File: config.mk
export PLATFORM = sky130hd
export DESIGN_NAME = fill2d_init
export DESIGN_NICKNAME = d
export VERILOG_FILES = /design/src/rtl/fill2d_pkg.sv /design/src/rtl/fill2d_idx.sv /design/src/rtl/fill2d_addr.sv /design/src/rtl/fill2d_data.sv /design/src/rtl/fill2d_init.sv
export SDC_FILE = /design/constraint.sdc
export NUM_CORES = 1
export LEC_CHECK = 0
export ABC_CLOCK_PERIOD_IN_PS = 5560
export BUFFER_PORTS_ARGS = -buffer_cell sky130_fd_sc_hd__buf_4
export CAP_MARGIN = 20
export CORE_MARGIN = 3
export CORE_UTILIZATION = 40
export DETAILED_ROUTE_END_ITERATION = 7
export GPL_TIMING_DRIVEN = 0
export HOLD_SLACK_MARGIN = 0.08
export PLACE_DENSITY = 0.56
export SYNTH_ARGS = -nofsm -noshare
export SYNTH_HDL_FRONTEND = slang
export SYNTH_HIERARCHICAL = 1
export SYNTH_SLANG_ARGS = --single-unit
File: constraint.sdc
create_clock -name clk -period 5.56 [get_ports clk]
set_clock_uncertainty 0.2 [all_clocks]
set_input_delay 0 -clock clk [delete_from_list [all_inputs] [get_ports clk]]
set_output_delay 0 -clock clk [all_outputs]
set_load 0.1 [all_outputs]
File: src/rtl/fill2d_pkg.sv
package fill2d_pkg;
  typedef enum logic [1:0] {
    ST_IDLE = 2'd0,
    ST_FILL = 2'd1,
    ST_DONE = 2'd2
  } fill_state_e;
endpackage

File: src/rtl/fill2d_idx.sv
// Nested row/column counters; the column is the inner index.
module fill2d_idx #(
  parameter int ROW_W = 4,
  parameter int COL_W = 4
) (
  input  logic             clk,
  input  logic             rst,
  input  logic             load,
  input  logic             step,
  input  logic [ROW_W-1:0] lim_row,
  input  logic [COL_W-1:0] lim_col,
  output logic [ROW_W-1:0] row_q,
  output logic [COL_W-1:0] col_q,
  output logic [ROW_W-1:0] nxt_row,
  output logic [COL_W-1:0] nxt_col,
  output logic             last_elem
);
  logic col_wrap;

  always_comb begin
    col_wrap  = (col_q == lim_col);
    last_elem = col_wrap && (row_q == lim_row);
    nxt_row   = row_q;
    nxt_col   = col_q;
    if (load) begin
      nxt_row = '0;
      nxt_col = '0;
    end else if (step) begin
      if (col_wrap) begin
        nxt_col = '0;
        nxt_row = row_q + 1'b1;
      end else begin
        nxt_col = col_q + 1'b1;
      end
    end
  end

  always_ff @(posedge clk) begin
    if (rst) begin
      row_q <= '0;
      col_q <= '0;
    end else begin
      row_q <= nxt_row;
      col_q <= nxt_col;
    end
  end

  // the column never passes its limit while stepping
  p_col_in_range_r5: assert property (@(posedge clk) disable iff (rst)
    step |-> (col_q <= lim_col));
  // a column wrap advances the row by one
  p_row_advance_r5: assert property (@(posedge clk) disable iff (rst)
    (step && !load && col_wrap) |=> (col_q == '0) && (row_q == $past(row_q) + 1'b1));
endmodule

File: src/rtl/fill2d_addr.sv
// Linear write address generator.
module fill2d_addr #(
  parameter int ADDR_W = 10
) (
  input  logic              clk,
  input  logic              rst,
  input  logic              load,
  input  logic              step,
  input  logic [ADDR_W-1:0] base,
  output logic [ADDR_W-1:0] addr_q
);
  always_ff @(posedge clk) begin
    if (rst)       addr_q <= '0;
    else if (load) addr_q <= base;
    else if (step) addr_q <= addr_q + 1'b1;
  end

  // each step moves the address by exactly one
  p_addr_step_r4: assert property (@(posedge clk) disable iff (rst)
    (step && !load) |=> (addr_q == $past(addr_q) + 1'b1));
endmodule

File: src/rtl/fill2d_data.sv
// Pattern word as a pure function of the indices.
module fill2d_data #(
  parameter int                ROW_W  = 4,
  parameter int                COL_W  = 4,
  parameter int                DATA_W = 16,
  parameter logic [DATA_W-1:0] KEY    = 16'h5A3C
) (
  input  logic [ROW_W-1:0]  row,
  input  logic [COL_W-1:0]  col,
  input  logic [COL_W-1:0]  ncols,
  output logic [DATA_W-1:0] word
);
  localparam int LIN_W = ROW_W + COL_W;
  logic [LIN_W-1:0] lin;

  always_comb begin
    lin  = LIN_W'(row) * LIN_W'(ncols) + LIN_W'(col);
    word = DATA_W'(lin) ^ KEY;
  end
endmodule

File: src/rtl/fill2d_init.sv
module fill2d_init
  import fill2d_pkg::*;
#(
  parameter int                ROW_W  = 4,
  parameter int                COL_W  = 4,
  parameter int                ADDR_W = 10,
  parameter int                DATA_W = 16,
  parameter logic [DATA_W-1:0] KEY    = 16'h5A3C
) (
  input  logic              clk,
  input  logic              rst,
  input  logic              start,
  input  logic [ADDR_W-1:0] base_addr,
  input  logic [ROW_W-1:0]  num_rows,
  input  logic [COL_W-1:0]  num_cols,
  output logic              mem_we,
  output logic [ADDR_W-1:0] mem_addr,
  output logic [DATA_W-1:0] mem_wdata,
  output logic              done
);
  fill_state_e       state_q;
  logic [ROW_W-1:0]  lim_row_q;
  logic [COL_W-1:0]  lim_col_q;
  logic [COL_W-1:0]  ncols_q;
  logic [ADDR_W-1:0] base_q;
  logic              accept, zero_req, step;
  logic              last_elem;
  logic [ROW_W-1:0]  row_q, nxt_row;
  logic [COL_W-1:0]  col_q, nxt_col;
  logic [DATA_W-1:0] word;

  always_comb begin
    accept   = start && (state_q != ST_FILL);
    zero_req = (num_rows == '0) || (num_cols == '0);
    step     = (state_q == ST_FILL) && !last_elem;
  end

  fill2d_idx #(.ROW_W(ROW_W), .COL_W(COL_W)) u_idx (
    .clk(clk), .rst(rst), .load(accept), .step(step),
    .lim_row(lim_row_q), .lim_col(lim_col_q),
    .row_q(row_q), .col_q(col_q),
    .nxt_row(nxt_row), .nxt_col(nxt_col), .last_elem(last_elem)
  );

  fill2d_addr #(.ADDR_W(ADDR_W)) u_addr (
    .clk(clk), .rst(rst), .load(accept), .step(step),
    .base(base_addr), .addr_q(mem_addr)
  );

  fill2d_data #(.ROW_W(ROW_W), .COL_W(COL_W), .DATA_W(DATA_W), .KEY(KEY)) u_data (
    .row(nxt_row), .col(nxt_col), .ncols(ncols_q), .word(word)
  );

  always_ff @(posedge clk) begin
    if (rst) begin
      state_q   <= ST_IDLE;
      mem_we    <= 1'b0;
      done      <= 1'b0;
      mem_wdata <= '0;
      lim_row_q <= '0;
      lim_col_q <= '0;
      ncols_q   <= '0;
      base_q    <= '0;
    end else if (accept) begin
      lim_row_q <= num_rows - 1'b1;
      lim_col_q <= num_cols - 1'b1;
      ncols_q   <= num_cols;
      base_q    <= base_addr;
      mem_wdata <= word;
      if (zero_req) begin
        state_q <= ST_DONE;
        mem_we  <= 1'b0;
        done    <= 1'b1;
      end else begin
        state_q <= ST_FILL;
        mem_we  <= 1'b1;
        done    <= 1'b0;
      end
    end else if (state_q == ST_FILL) begin
      if (last_elem) begin
        state_q <= ST_DONE;
        mem_we  <= 1'b0;
        done    <= 1'b1;
      end else begin
        mem_wdata <= word;
      end
    end
  end

  // no write is issued while done is reported
  p_done_quiet_r6: assert property (@(posedge clk) disable iff (rst)
    done |-> !mem_we);
  // the end of a write burst is always a completion
  p_end_sets_done_r6: assert property (@(posedge clk) disable iff (rst)
    $fell(mem_we) |-> done);
  // a burst opens at the captured base address
  p_first_at_base_r2: assert property (@(posedge clk) disable iff (rst)
    $rose(mem_we) |-> (mem_addr == base_q));
  // element (0,0) carries the bare key
  p_first_word_r5: assert property (@(posedge clk) disable iff (rst)
    $rose(mem_we) |-> (mem_wdata == KEY));
  // a start during a running fill does not stop it
  p_busy_ignores_start_r7: assert property (@(posedge clk) disable iff (rst)
    (mem_we && start && !last_elem) |=> mem_we);
endmodule

# Yosys cells after proc, flatten, opt, wreduce, memory -nomap -nowiden
# Index checks and enable logic that the tools add are counted.
[classes]
mux = 23
bitwise = 1
eq_ne = 5
multipliers = 1
reduce_logical = 12
add_sub_neg = 6
[ops]
columns = ["op", "n"]
rows = [
  ["2-to-1 mux 15 bit", 3],
  ["2-to-1 mux 4 bit", 6],
  ["2-to-1 mux 10 bit", 2],
  ["adder 10 x 1 -> 10 bit (second input constant)", 1],
  ["adder 4 x 1 -> 4 bit (second input constant)", 2],
  ["adder 8 x 4 -> 8 bit", 1],
  ["== test 4 bit", 2],
  ["zero test 4 bit", 2],
  ["multiplier 4 x 4 -> 8 bit", 1],
  ["2-to-1 mux 1 bit", 8],
  ["2-to-1 mux 2 bit", 4],
  ["NOT 4 -> 8 bit", 1],
  ["subtractor 4 x 1 -> 4 bit (second input constant)", 2],
  ["nonzero test 2 bit", 3],
  ["AND reduction 2 bit", 2],
  ["logical AND 1 bit", 3],
  ["== test 2 x 1 -> 1 bit (second input constant)", 1],
  ["!= test 2 x 1 -> 1 bit (second input constant)", 1],
  ["!= test 2 bit (second input constant)", 1],
  ["zero test 1 bit", 1],
  ["logical OR 1 bit", 1],
]
[totals]
reg_bits = 46
out_inout_bits = 28
input_bits = 21
word_cells = 58

# Logic depth before layout (Yosys ltp)
# Gate-level depths: netlist of run 1.
[logic_depth]
depth_word = 12
ltp_mapped = 22
depth_no_buf = 20

# Modules after synthesis
# Netlist of run 1, hierarchy kept.
[modules_own_cells]
columns = ["module", "cells_per_inst", "area_per_inst_um2", "n_inst", "seq_area_each_um2"]
rows = [
  ["fill2d_init", 143, 1301.2, 1, 600.6],
  ["fill2d_data", 88, 716.9, 1, 0.0],
  ["fill2d_addr", 68, 563.0, 1, 200.2],
  ["fill2d_idx", 72, 541.8, 1, 160.2],
]

# Worst setup path after synthesis of run 1
# OpenSTA, ideal clock, no wires.
[synth_timing]
kind = "register to register"
from = "reg mem_we (netlist name)"
to = "reg mem_wdata[7]"
setup_slack_ns = 0.210
setup_ns = 0.072
t_required_ns = 5.288
n_path_buf = 1
path_stages_with_launch = 17
arrival_time_ns = 5.078
path_cell_list = "dfxtp_1 > nor3b_4 > buf_2 > inv_1 > or3_1 > a21oi_1 > nand2_1 > fa_1 > fa_1 > fa_1 > inv_1 > ha_1 > a211oi_1 > nor4b_1 > a2111oi_1 > nand2_1 > mux2i_1"
[synth_rtl]
columns = ["element", "line", "rtl"]
rows = [
  ["to (signal assigned)", "fill2d_init.sv:69", "mem_wdata <= word;"],
  ["to (signal assigned)", "fill2d_init.sv:85", "mem_wdata <= word;"],
  ["to (decl)", "fill2d_init.sv:18", "output logic [DATA_W-1:0] mem_wdata,"],
]

# Worst setup path in the final report of run 1
[layout_timing]
from = "reg lim_col_q[0]"
to = "reg mem_wdata[7]"
[layout_between]
elab_chain_cells = 11
word_cells_on_any_way = 17
[layout_lines]
columns = ["element", "line", "rtl"]
rows = [
  ["from (decl)", "fill2d_init.sv:23", "logic [COL_W-1:0] lim_col_q;"],
  ["from (signal assigned)", "fill2d_init.sv:66", "lim_col_q <= num_cols - 1'b1;"],
  ["== test 4 bit *", "fill2d_idx.sv:21", "col_wrap = (col_q == lim_col);"],
  ["logical AND 1 bit *", "fill2d_idx.sv:22", "last_elem = col_wrap && (row_q == lim_row);"],
  ["net last_elem", "fill2d_init.sv:27", "logic last_elem;"],
  ["zero test 1 bit *", "fill2d_init.sv:35", "step = (state_q == ST_FILL) && !last_elem;"],
  ["logical AND 1 bit *", "fill2d_init.sv:35", ""],
  ["net step", "fill2d_init.sv:26", "logic accept, zero_req, step;"],
  ["2-to-1 mux 4 bit *", "fill2d_idx.sv:28", "end else if (step) begin"],
  ["2-to-1 mux 4 bit *", "fill2d_idx.sv:25", "if (load) begin"],
  ["net nxt_row[0]", "fill2d_init.sv:28", "logic [ROW_W-1:0] row_q, nxt_row;"],
  ["multiplier 4 x 4 -> 8 bit *", "fill2d_data.sv:17", "lin = LIN_W'(row) * LIN_W'(ncols) + LIN_W'(col);"],
  ["adder 8 x 4 -> 8 bit *", "fill2d_data.sv:17", ""],
  ["net word[7]", "fill2d_init.sv:30", "logic [DATA_W-1:0] word;"],
  ["2-to-1 mux 15 bit", "fill2d_init.sv:80", "if (last_elem) begin"],
  ["2-to-1 mux 15 bit", "fill2d_init.sv:79", "end else if (state_q == ST_FILL) begin"],
  ["2-to-1 mux 15 bit *", "fill2d_init.sv:64", "end else if (accept) begin"],
]
# Mark *: on every way through the listed nets, which the timed path passes. The rest lies on a longest branch. The select of a mux whose other input is x is not followed.
# A chain may end at the register's enable or synchronous reset.

==> results of run 1 <==
cell usage in the layout, fill, tap and decap left out, types with 10 or more instances in the layout:
cell and count:
xnor2_1 16, mux2i_1 19, dlygate4sd3_1 26, o21ai_0 14
dfxtp_1 41, buf_4 63, nand2_1 52, ha_1 20
inv_1 22, a21oi_1 27, nor2_1 18, nand3_1 10
synthesized netlist by cell type (all sizes together), types with 2 or more instances:
library cell / n / area, µm²
nor2: 20 / 77.58
o22ai: 3 / 18.77
fa: 7 / 140.1
mux2i: 19 / 190.2
nor3b: 6 / 56.31
nand2b: 2 / 20.02
clkbuf: 10 / 38.78
nor3: 4 / 20.02
xor2: 7 / 61.31
o21ai: 16 / 80.08
conb: 2 / 7.510
a21o: 4 / 31.28
buf: 14 / 111.4
and2: 9 / 56.30
or4: 3 / 22.52
a211oi: 9 / 67.56
ha: 21 / 262.8
a21oi: 31 / 158.9
o21a: 2 / 15.01
nand3: 10 / 50.05
inv: 23 / 86.33
xnor2: 16 / 140.1
nand4: 6 / 43.79
or2: 2 / 12.51
nor2b: 4 / 25.02
or3: 3 / 18.77
dfxtp: 48 / 960.9
nand2: 52 / 195.2
layer usage:
metal / global-route usage, % / share of wire, % / vias up
li1: - / - / 1439
met1: 21.81 / 48 / 1341
met2: 30.32 / 48 / 40
met3: 3.904 / 3.2 / 9
met4: 3.851 / 1.1 / 0
met5: 0 / 0 / -
flip-flops by register name, indices dropped and copies added (netlist names):
register / count
u_idx/col_q: 4
mem_we: 1
mem_wdata: 16
lim_col_q: 4
lim_row_q: 4
u_idx/row_q: 4
done: 1
u_addr/addr_q: 10
ncols_q: 4
worst max-delay path, cell delays in order (launching register included):
cell and delay, ps:
dfxtp_1 380, xor2_2 180, or4_1 140, buf_4 170, nor2_4 70, nor3b_4 260, buf_6 170, clkinvlp_4 130
or3_4 420, a21oi_2 150, nand2_1 90, fa_1 560, fa_1 440, fa_1 520, inv_1 40, ha_2 360
a211oi_2 90, o211a_1 240, a2111oi_2 410, nand2_1 90, mux2i_1 140
cells by family after synthesis:
| group | Yosys count |
|---|---|
| XOR/XNOR | 23 |
| other | 2 |
| buffers and inverters | 47 |
| adder cells (fa/ha/maj) | 28 |
| AND/OR/NAND/NOR | 128 |
| AO/OA/AOI/OAI | 75 |
| multiplexers | 20 |
| flip-flops | 48 |
per-stage QoR:
stage / hold slack, ps / area, µm² / power (mW) / setup TNS (ps) / cells
final: 223.2 / 4114 / 0.9686 / 0 / 563
after global routing: 238.3 / 4114 / 1.016 / 0 / 563
after CTS: 227.7 / 4025 / 0.9644 / 0 / 557
after detailed placement: 12.86 / 3630 / 0.7391 / -404.8 / 524
after global placement: 6.340 / 3630 / 0.7372 / -340.6 / 524
after floorplan: -127.9 / 3146 / 0.6616 / 0 / 377
report_power, final:
| group | internal (mW) | total, mW | leakage (nW) | switching [mW] |
|---|---|---|---|---|
| Sequential | 0.371 | 0.398 | 0.399 | 0.0277 |
| Combinational | 0.123 | 0.364 | 1.38 | 0.241 |
| Clock | 0.0855 | 0.206 | 0.0400 | 0.120 |
| Total | 0.579 | 0.969 | 1.82 | 0.389 |
cell type report:
| class | count | share of cell area [%] |
|---|---|---|
| buffer | 24 | 3.863 |
| clock buffer | 5 | 1.673 |
| timing repair buffer | 80 | 16.18 |
| sequential | 48 | 23.81 |
| tap | 99 | 3.011 |
| inverter | 23 | 2.190 |
| clock inverter | 2 | 0.3041 |
| multi-input combinational | 282 | 48.97 |
timing repair:
action,4_1_cts,5_1_grt
pin swaps,1,5
cloned,0,0
gates resized for setup,12,19
endpoints found under the hold margin,32,0
setup buffers,0,6
hold buffers,26,0
setup endpoints to repair,2,2
worst max-delay path by stage:
stage / from / end / slack, ps / cells after the start
finish: lim_col_q[0] / mem_wdata[7] / 240 / 20
global route: u_idx/col_q[0] / mem_wdata[6] / 2 / 20
CTS: lim_col_q[2] / mem_wdata[7] / 20 / 20
detailed placement: u_idx/col_q[2] / mem_wdata[7] / -300 / 20
global placement: lim_col_q[3] / mem_wdata[7] / -300 / 20
floorplan: mem_we / mem_wdata[7] / 210 / 16
==> impl_metrics.json, run 1 <==
{
  "gp_congestion": 0.7555,
  "post-route-period-util_pct": 95.73,
  "synth_seq_area_share_pct": 30.77,
  "reg2reg_from": "lim_col_q[0]",
  "worst_pin_slew_ps": 625.7,
  "ys_warn_count": 6,
  "track_usage_pct": 17.34,
  "holdPathStages": 3,
  "port_buffers": 48,
  "cts.sink_count": 48,
  "syn_inst": 371,
  "hold_violations": 0,
  "tritoncts": "yes",
  "fp.dieH_um": 94.36,
  "grt_overflow": 0,
  "areaGrowthSynthToFinish_pct": 31.73,
  "rows": 31,
  "cp-start-kind": "flop",
  "multi_input_area_mm2": 0.002014,
  "end_kind": "flop",
  "hold_start": "num_rows[0]",
  "critical_path.max_fanout": 10,
  "drv_cap": 0,
  "num_vias": 2829,
  "grt_pass1_vias": 2811,
  "drc": 0,
  "die_width_um": 94.36,
  "cts_inserted_buffers": 5,
  "routed_wl_um": 7365,
  "synthSimpleGateAreaFrac_pct": 20.95,
  "synthArstFlopShare_pct": 0,
  "status": "completed",
  "cts_max_path_buffers": 2,
  "post-route-min-period_ps": 5322,
  "grt_max_degree": 15,
  "synth_compound_area_share_pct": 14.66,
  "n_antenna_cell": 0,
  "worstRegToRegCells": 20,
  "fillers": 683,
  "viasPerCell": 5.025,
  "critPathRequiredTime_ps": 5600,
  "drt_iter0_markers": 151,
  "dr.pass1.iters": 4,
  "synth_edf_count": 0,
  "pre_cts_ws_ps": -301.1,
  "nNetsFinal": 513,
  "synth_mux_area_share_pct": 6.450,
  "core_area_mm2": 0.007408,
  "p_per_area_mw_per_mm2": 235.5,
  "antenna_found_initial": 0,
  "synth.distinct_cells": 56,
  "reg2reg_to": "mem_wdata[7]",
  "holdPathEnd": "lim_row_q[0]",
  "io_pins": 49,
  "ys_ff_latch": 48,
  "rsz0062_at_grt": "no",
  "register_area_um2": 979.7,
  "p_leak_nw": 1.816,
  "synthXorXnorAreaFrac_pct": 6.450,
  "root_buffer": "clkbuf_8",
  "rrSetupSlack_ps": 240,
  "min_path_type": "in2reg",
  "ant_nets": 0,
  "start_util_pct": 42.16,
  "routedWlPerCell_um": 13.08,
  "final_util_pct": 55.53,
  "fin_ws_ps": 237.6,
  "drive_gt1_share_pct": 22.84,
  "cts-htree-levels": 2,
  "fmax_ghz": 0.1879,
  "synthesis.area_mm2": 0.003123,
  "slew_viol_final": 0,
  "dieArea_mm2": 0.008904,
  "path_clk_slew_ps": 90,
  "grt_pass1_wl_um": 12520,
  "ys.flop_type": "dfxtp_1",
  "insertion_delay_ps": 300,
  "crit_arrival_ps": 5360,
  "synth_top_family_by_area": "simple AND/OR/NAND/NOR gates",
  "maxSlewHeadroom_pct": 57.90,
  "syn_area_per_cell_um2": 8.418,
  "setup_viol": 0,
  "criticalPathCategory": "reg2reg",
  "peakVddDrop_mv": 0.1568,
  "hpwl_um": 5257,
  "synth-adder-area-share_pct": 12.90
}
No activity file was read; power rests on OpenSTA's default activity.
==> inputs of run 2 (changes only) <==
--- a/config.mk
+++ b/config.mk
@@ -5,7 +5,7 @@
 export SDC_FILE = /design/constraint.sdc
 export NUM_CORES = 1
 export LEC_CHECK = 0
-export ABC_CLOCK_PERIOD_IN_PS = 5560
+export ABC_CLOCK_PERIOD_IN_PS = 6650
 export BUFFER_PORTS_ARGS = -buffer_cell sky130_fd_sc_hd__buf_4
 export CAP_MARGIN = 20
 export CORE_MARGIN = 3
==> constraint.sdc (replaced) <==
create_clock -name clk -period 6.65 [get_ports clk]
set_clock_uncertainty 0.2 [all_clocks]
set_input_delay 0 -clock clk [delete_from_list [all_inputs] [get_ports clk]]
set_output_delay 0 -clock clk [all_outputs]
set_load 0.1 [all_outputs]
==> impl_metrics.json, run 2 (same netlist as run 1, synthesis figures left out) <==
{
  "status": "completed",
  "num_vias": 2817,
  "largestRegisters": "mem_wdata: 16 flops, u_addr/addr_q: 10 flops",
  "regMostFlops": "mem_wdata",
  "antenna_found_initial": 0,
  "drv_cap": 0,
  "p_leak_nw": 1.781,
  "holdPathEnd": "lim_row_q[0]",
  "crit_top_cell": "fa_1",
  "rows": 31,
  "hold_violations": 0,
  "highest-signal-layer": "met4",
  "drive_gt1_share_pct": 17.47,
  "cts_max_path_buffers": 2,
  "nNetsFinal": 507,
  "rrSetupSlack_ps": 740,
  "insertion_delay_ps": 300,
  "dieArea_mm2": 0.008904,
  "gp_congestion": 0.7555,
  "hpwl_um": 5257,
  "fmax_ghz": 0.1691,
  "wl_met1_um": 3457,
  "end_kind": "flop",
  "viasPerCell": 5.057,
  "crit_family": "adder cells",
  "drt_iter0_markers": 136,
  "worstPathCellList": "xor2_1 -> or4_1 -> clkbuf_2 -> nor2_1 -> nor3b_4 -> buf_2 -> inv_1 -> or3_1 -> a21oi_1 -> nand2_1 -> fa_1 -> fa_1 -> fa_1 -> inv_1 -> ha_1 -> a211oi_1 -> nor4b_1 -> a2111oi_1 -> nand2_1 -> mux2i_1",
  "cts_setup_buffers": 0,
  "core_area_mm2": 0.007408,
  "grt_pass1_vias": 2796,
  "pre_cts_ws_ps": 788.9,
  "critPathRequiredTime_ps": 6680,
  "drc": 0,
  "post-route-min-period_ps": 5913,
  "post-route-period-util_pct": 88.91,
  "routed_wl_um": 7188,
  "largest_reg_flops": 16,
  "dr_wl_met3_um": 266,
  "die_width_um": 94.36,
  "path_clk_slew_ps": 90,
  "cts-htree-levels": 2,
  "max_stage_delay_ps": 570,
  "reg2reg_from": "u_idx/col_q[0]",
  "final_util_pct": 53.61,
  "port_buffers": 48,
  "critPathBufInv": 4,
  "fin_ws_ps": 737.3,
  "grt_max_degree": 15,
  "p_per_area_mw_per_mm2": 200.0,
  "slew_viol_final": 0,
  "grt_pass1_wl_um": 12390,
  "reg2reg_to": "mem_wdata[7]",
  "dr.pass1.iters": 6,
  "worst_pin_slew_ps": 573.6,
  "n_antenna_cell": 0,
  "wl_met2_um": 3363,
  "final_cell_area_mm2": 0.003971,
  "cts_hold_buf": 26,
  "criticalPathCategory": "reg2reg",
  "areaGrowthSynthToFinish_pct": 27.16,
  "mostFrequentLayoutCells": "buf_4 (56), nand2_1 (52), dfxtp_1 (48)",
  "min_path_type": "in2reg",
  "io_pins": 49,
  "crit_arrival_ps": 5950,
  "rsz0062_at_grt": "no",
  "hold_slack_ps": 230.9,
  "cts.sink_count": 48,
  "layout_commonest_cell": "buf_4",
  "root_buffer": "clkbuf_8",
  "peakVddDrop_mv": 0.1304,
  "hold_start": "num_rows[0]",
  "cp-start-kind": "flop",
  "placed_cell_area_mm2": 0.003630,
  "track_usage_pct": 17.14,
  "setup_viol": 0,
  "cts_resized": 0,
  "grt_overflow": 0,
  "cp_slowest_cell": "fa_1",
  "worstRegToRegCells": 20,
  "critical_path.max_fanout": 10,
  "ant_nets": 0,
  "fp.dieH_um": 94.36,
  "maxSlewHeadroom_pct": 61.41,
  "tns_ps": 0,
  "routedWlPerCell_um": 12.90,
  "start_util_pct": 42.16,
  "holdPathStages": 3,
  "tritoncts": "yes",
  "cts_inserted_buffers": 5
}
==> run 2: changes by cell type in the layout (fill, tap and decap cells not counted), sizes merged <==
cell | before | now
clkinvlp | 2 | 1
clkbuf | 14 | 15
buf | 69 | 62
inv | 22 | 23
==> run 2: power by group <==
group	internal [mW]	total (mW)	switching, mW
combinational	0.0939	0.291	0.197
sequential	0.311	0.333	0.0222
clock	0.0715	0.170	0.0989
==> run 2: per-layer routing <==
metal  GRT usage (%)  up-vias
li1                -     1430
met1           21.70     1324
met2           29.73       54
met3           3.904        9
met4           3.851        0
met5               0        -
==> run 2: final cells by class <==
cell class / count / area [µm²]
Timing Repair Buffer: 74 / 620.6
Clock inverter: 2 / 12.51
Tap cell: 99 / 123.9
Fill cell: 708 / 3437
Inverter: 23 / 86.33
Sequential cell: 48 / 960.9
Buffer: 24 / 150.1
Multi-Input combinational cell: 282 / 1948
Clock buffer: 5 / 68.82
==> run 2: worst reg2reg max path, stage by stage (launching register included) <==
cell and delay [ps]:
dfxtp_1 400, xor2_1 240, or4_1 150, clkbuf_2 190, nor2_1 130, nor3b_4 260, buf_2 240, inv_1 130
or3_1 410, a21oi_1 280, nand2_1 120, fa_1 570, fa_1 450, fa_1 520, inv_1 40, ha_1 350
a211oi_1 340, nor4b_1 100, a2111oi_1 480, nand2_1 100, mux2i_1 140
==> run 2: worst max path at each step <==
stage / startpoint / slack (ps) / endpoint / depth (start not counted)
after global routing: u_idx/col_q[1] / 370 / mem_wdata[7] / 20
final: u_idx/col_q[0] / 740 / mem_wdata[7] / 20
after global placement: lim_col_q[3] / 790 / mem_wdata[7] / 20
after CTS: u_idx/col_q[2] / 760 / mem_wdata[7] / 20
after detailed placement: u_idx/col_q[2] / 790 / mem_wdata[7] / 20
after floorplan: mem_we / 1300 / mem_wdata[7] / 16
==> run 2: through the flow <==
step                      cells  total power, mW
after floorplan             377           0.5532
after global placement      524           0.6164
after detailed placement    524           0.6180
after CTS                   557           0.8012
after global routing        557           0.8349
final                       557           0.7941
==> inputs of run 3 (changes only) <==
--- a/config.mk
+++ b/config.mk
@@ -13,7 +13,9 @@
 export DETAILED_ROUTE_END_ITERATION = 7
 export GPL_TIMING_DRIVEN = 0
 export HOLD_SLACK_MARGIN = 0.08
+export MAX_ROUTING_LAYER = met4
 export PLACE_DENSITY = 0.56
+export SETUP_SLACK_MARGIN = 0.02
 export SYNTH_ARGS = -nofsm -noshare
 export SYNTH_HDL_FRONTEND = slang
 export SYNTH_HIERARCHICAL = 1
==> constraint.sdc (replaced) <==
create_clock -name clk -period 6.65 [get_ports clk]
set_clock_uncertainty 0.2 [all_clocks]
set_input_delay 0 -clock clk [delete_from_list [all_inputs] [get_ports clk]]
set_output_delay 0 -clock clk [all_outputs]
set_load 0.05 [all_outputs]
==> impl_metrics.json, run 3 (same netlist as run 1, synthesis figures left out) <==
{
  "mostFrequentLayoutCells": "buf_4 (56), nand2_1 (52), dfxtp_1 (48)",
  "grt_max_degree": 15,
  "cts_inserted_buffers": 5,
  "cts_setup_buffers": 0,
  "grt_pass1_vias": 2796,
  "cts_max_path_buffers": 2,
  "fillers": 708,
  "ant_nets": 0,
  "end_kind": "flop",
  "layout_commonest_cell": "buf_4",
  "p_leak_nw": 1.781,
  "antenna_found_initial": 0,
  "grt_pass1_wl_um": 12390,
  "regMostFlops": "mem_wdata",
  "status": "completed",
  "slew_viol_final": 0,
  "fmax_ghz": 0.1693,
  "hpwl_um": 5257,
  "nNetsFinal": 507,
  "grt_overflow": 0,
  "routed_wl_um": 7166,
  "worst_pin_slew_ps": 591.6,
  "fp.dieH_um": 94.36,
  "areaGrowthSynthToFinish_pct": 27.16,
  "finalNonFillerCells": 557,
  "p_per_area_mw_per_mm2": 184.6,
  "cts_resized": 0,
  "n_antenna_cell": 0,
  "drt_iter0_markers": 134,
  "cp-start-kind": "flop",
  "num_vias": 2808,
  "tns_ps": 0,
  "insertion_delay_ps": 300,
  "hold_violations": 0,
  "cts-htree-levels": 2,
  "cts.sink_count": 48,
  "criticalPathCategory": "reg2reg",
  "port_buffers": 48,
  "drc": 0,
  "dieArea_mm2": 0.008904,
  "placed_cell_area_mm2": 0.003630,
  "dr.pass1.iters": 6,
  "largestRegisters": "mem_wdata: 16 flops, u_addr/addr_q: 10 flops",
  "rsz0062_at_grt": "no",
  "largest_reg_flops": 16,
  "setup_viol": 0,
  "pre_cts_ws_ps": 788.9,
  "peakVddDrop_mv": 0.1144,
  "dp_cells": 524,
  "post-route-min-period_ps": 5907,
  "min_path_type": "in2reg",
  "io_pins": 49,
  "root_buffer": "clkbuf_8",
  "critical_path.max_fanout": 10,
  "track_usage_pct": 17.65,
  "drive_gt1_share_pct": 17.47,
  "tritoncts": "yes",
  "path_clk_slew_ps": 90,
  "die_width_um": 94.36,
  "drv_cap": 0,
  "final_cell_area_mm2": 0.003971,
  "crit_arrival_ps": 5940,
  "rows": 31,
  "critPathRequiredTime_ps": 6680,
  "routedWlPerCell_um": 12.87,
  "core_area_mm2": 0.007408,
  "cts_hold_buf": 26,
  "viasPerCell": 5.041,
  "fin_ws_ps": 742.5,
  "post-route-period-util_pct": 88.83,
  "final_util_pct": 53.61,
  "start_util_pct": 42.16,
  "gp_congestion": 0.7653,
  "maxSlewHeadroom_pct": 60.19
}
## run 3: report_power, final
part / internal (mW) / switching [mW] / total, mW
Sequential: 0.311 / 0.0223 / 0.333
Combinational: 0.0941 / 0.136 / 0.230
Clock: 0.0714 / 0.0981 / 0.169
## run 3: path summary, 6_finish.rpt
path / startpoint / slack, ps / end / cells after the start
setup / recovery: u_idx/col_q[2] / 740 / mem_wdata[7] / 20
hold / removal: num_rows[0] / 230 / lim_row_q[0] / 3
setup reg to reg: u_idx/col_q[2] / 740 / mem_wdata[7] / 20
hold reg to reg: mem_wdata[11] / 260 / mem_wdata[11] / 2
## run 3: stage by stage
| stage | total power, mW | hold slack, ps |
|---|---|---|
| 4_1_cts | 0.7410 | 227.7 |
| 6_report | 0.7329 | 230.4 |
| 5_1_grt | 0.7748 | 240.8 |
| 2_1_floorplan | 0.4931 | -127.9 |
| 3_3_place_gp | 0.5563 | 6.340 |
| 3_5_place_dp | 0.5578 | 12.86 |
## run 3: cell type report
| type | count | area (µm²) | area share (%) |
|---|---|---|---|
| multi-input cells | 282 | 1948 | 49.05 |
| clock buffers | 5 | 68.82 | 1.733 |
| plain buffers | 24 | 150.1 | 3.781 |
| well taps | 99 | 123.9 | 3.119 |
| repair buffers | 74 | 620.6 | 15.63 |
| inverters | 23 | 86.33 | 2.174 |
| clock inverters | 2 | 12.51 | 0.3151 |
| flip-flops and latches | 48 | 960.9 | 24.20 |
## run 3: worst max-delay path, cell delays in order (launching register included)
cell and delay (ps):
dfxtp_1 410, xor2_1 240, or4_1 140, clkbuf_2 190
nor2_1 120, nor3b_4 260, buf_2 230, inv_1 130
or3_1 410, a21oi_1 280, nand2_1 120, fa_1 570
fa_1 450, fa_1 520, inv_1 40, ha_1 350
a211oi_1 340, nor4b_1 100, a2111oi_1 480, nand2_1 100
mux2i_1 140
## run 3: per-layer routing
layer  vias up  global-route usage, %  share of wire, %
li1       1432                      -                 -
met1      1322                  21.94                49
met2        45                  29.73                47
met3         9                  3.586               2.9
met4         0                  3.851               1.4
met5         -                      -                 0
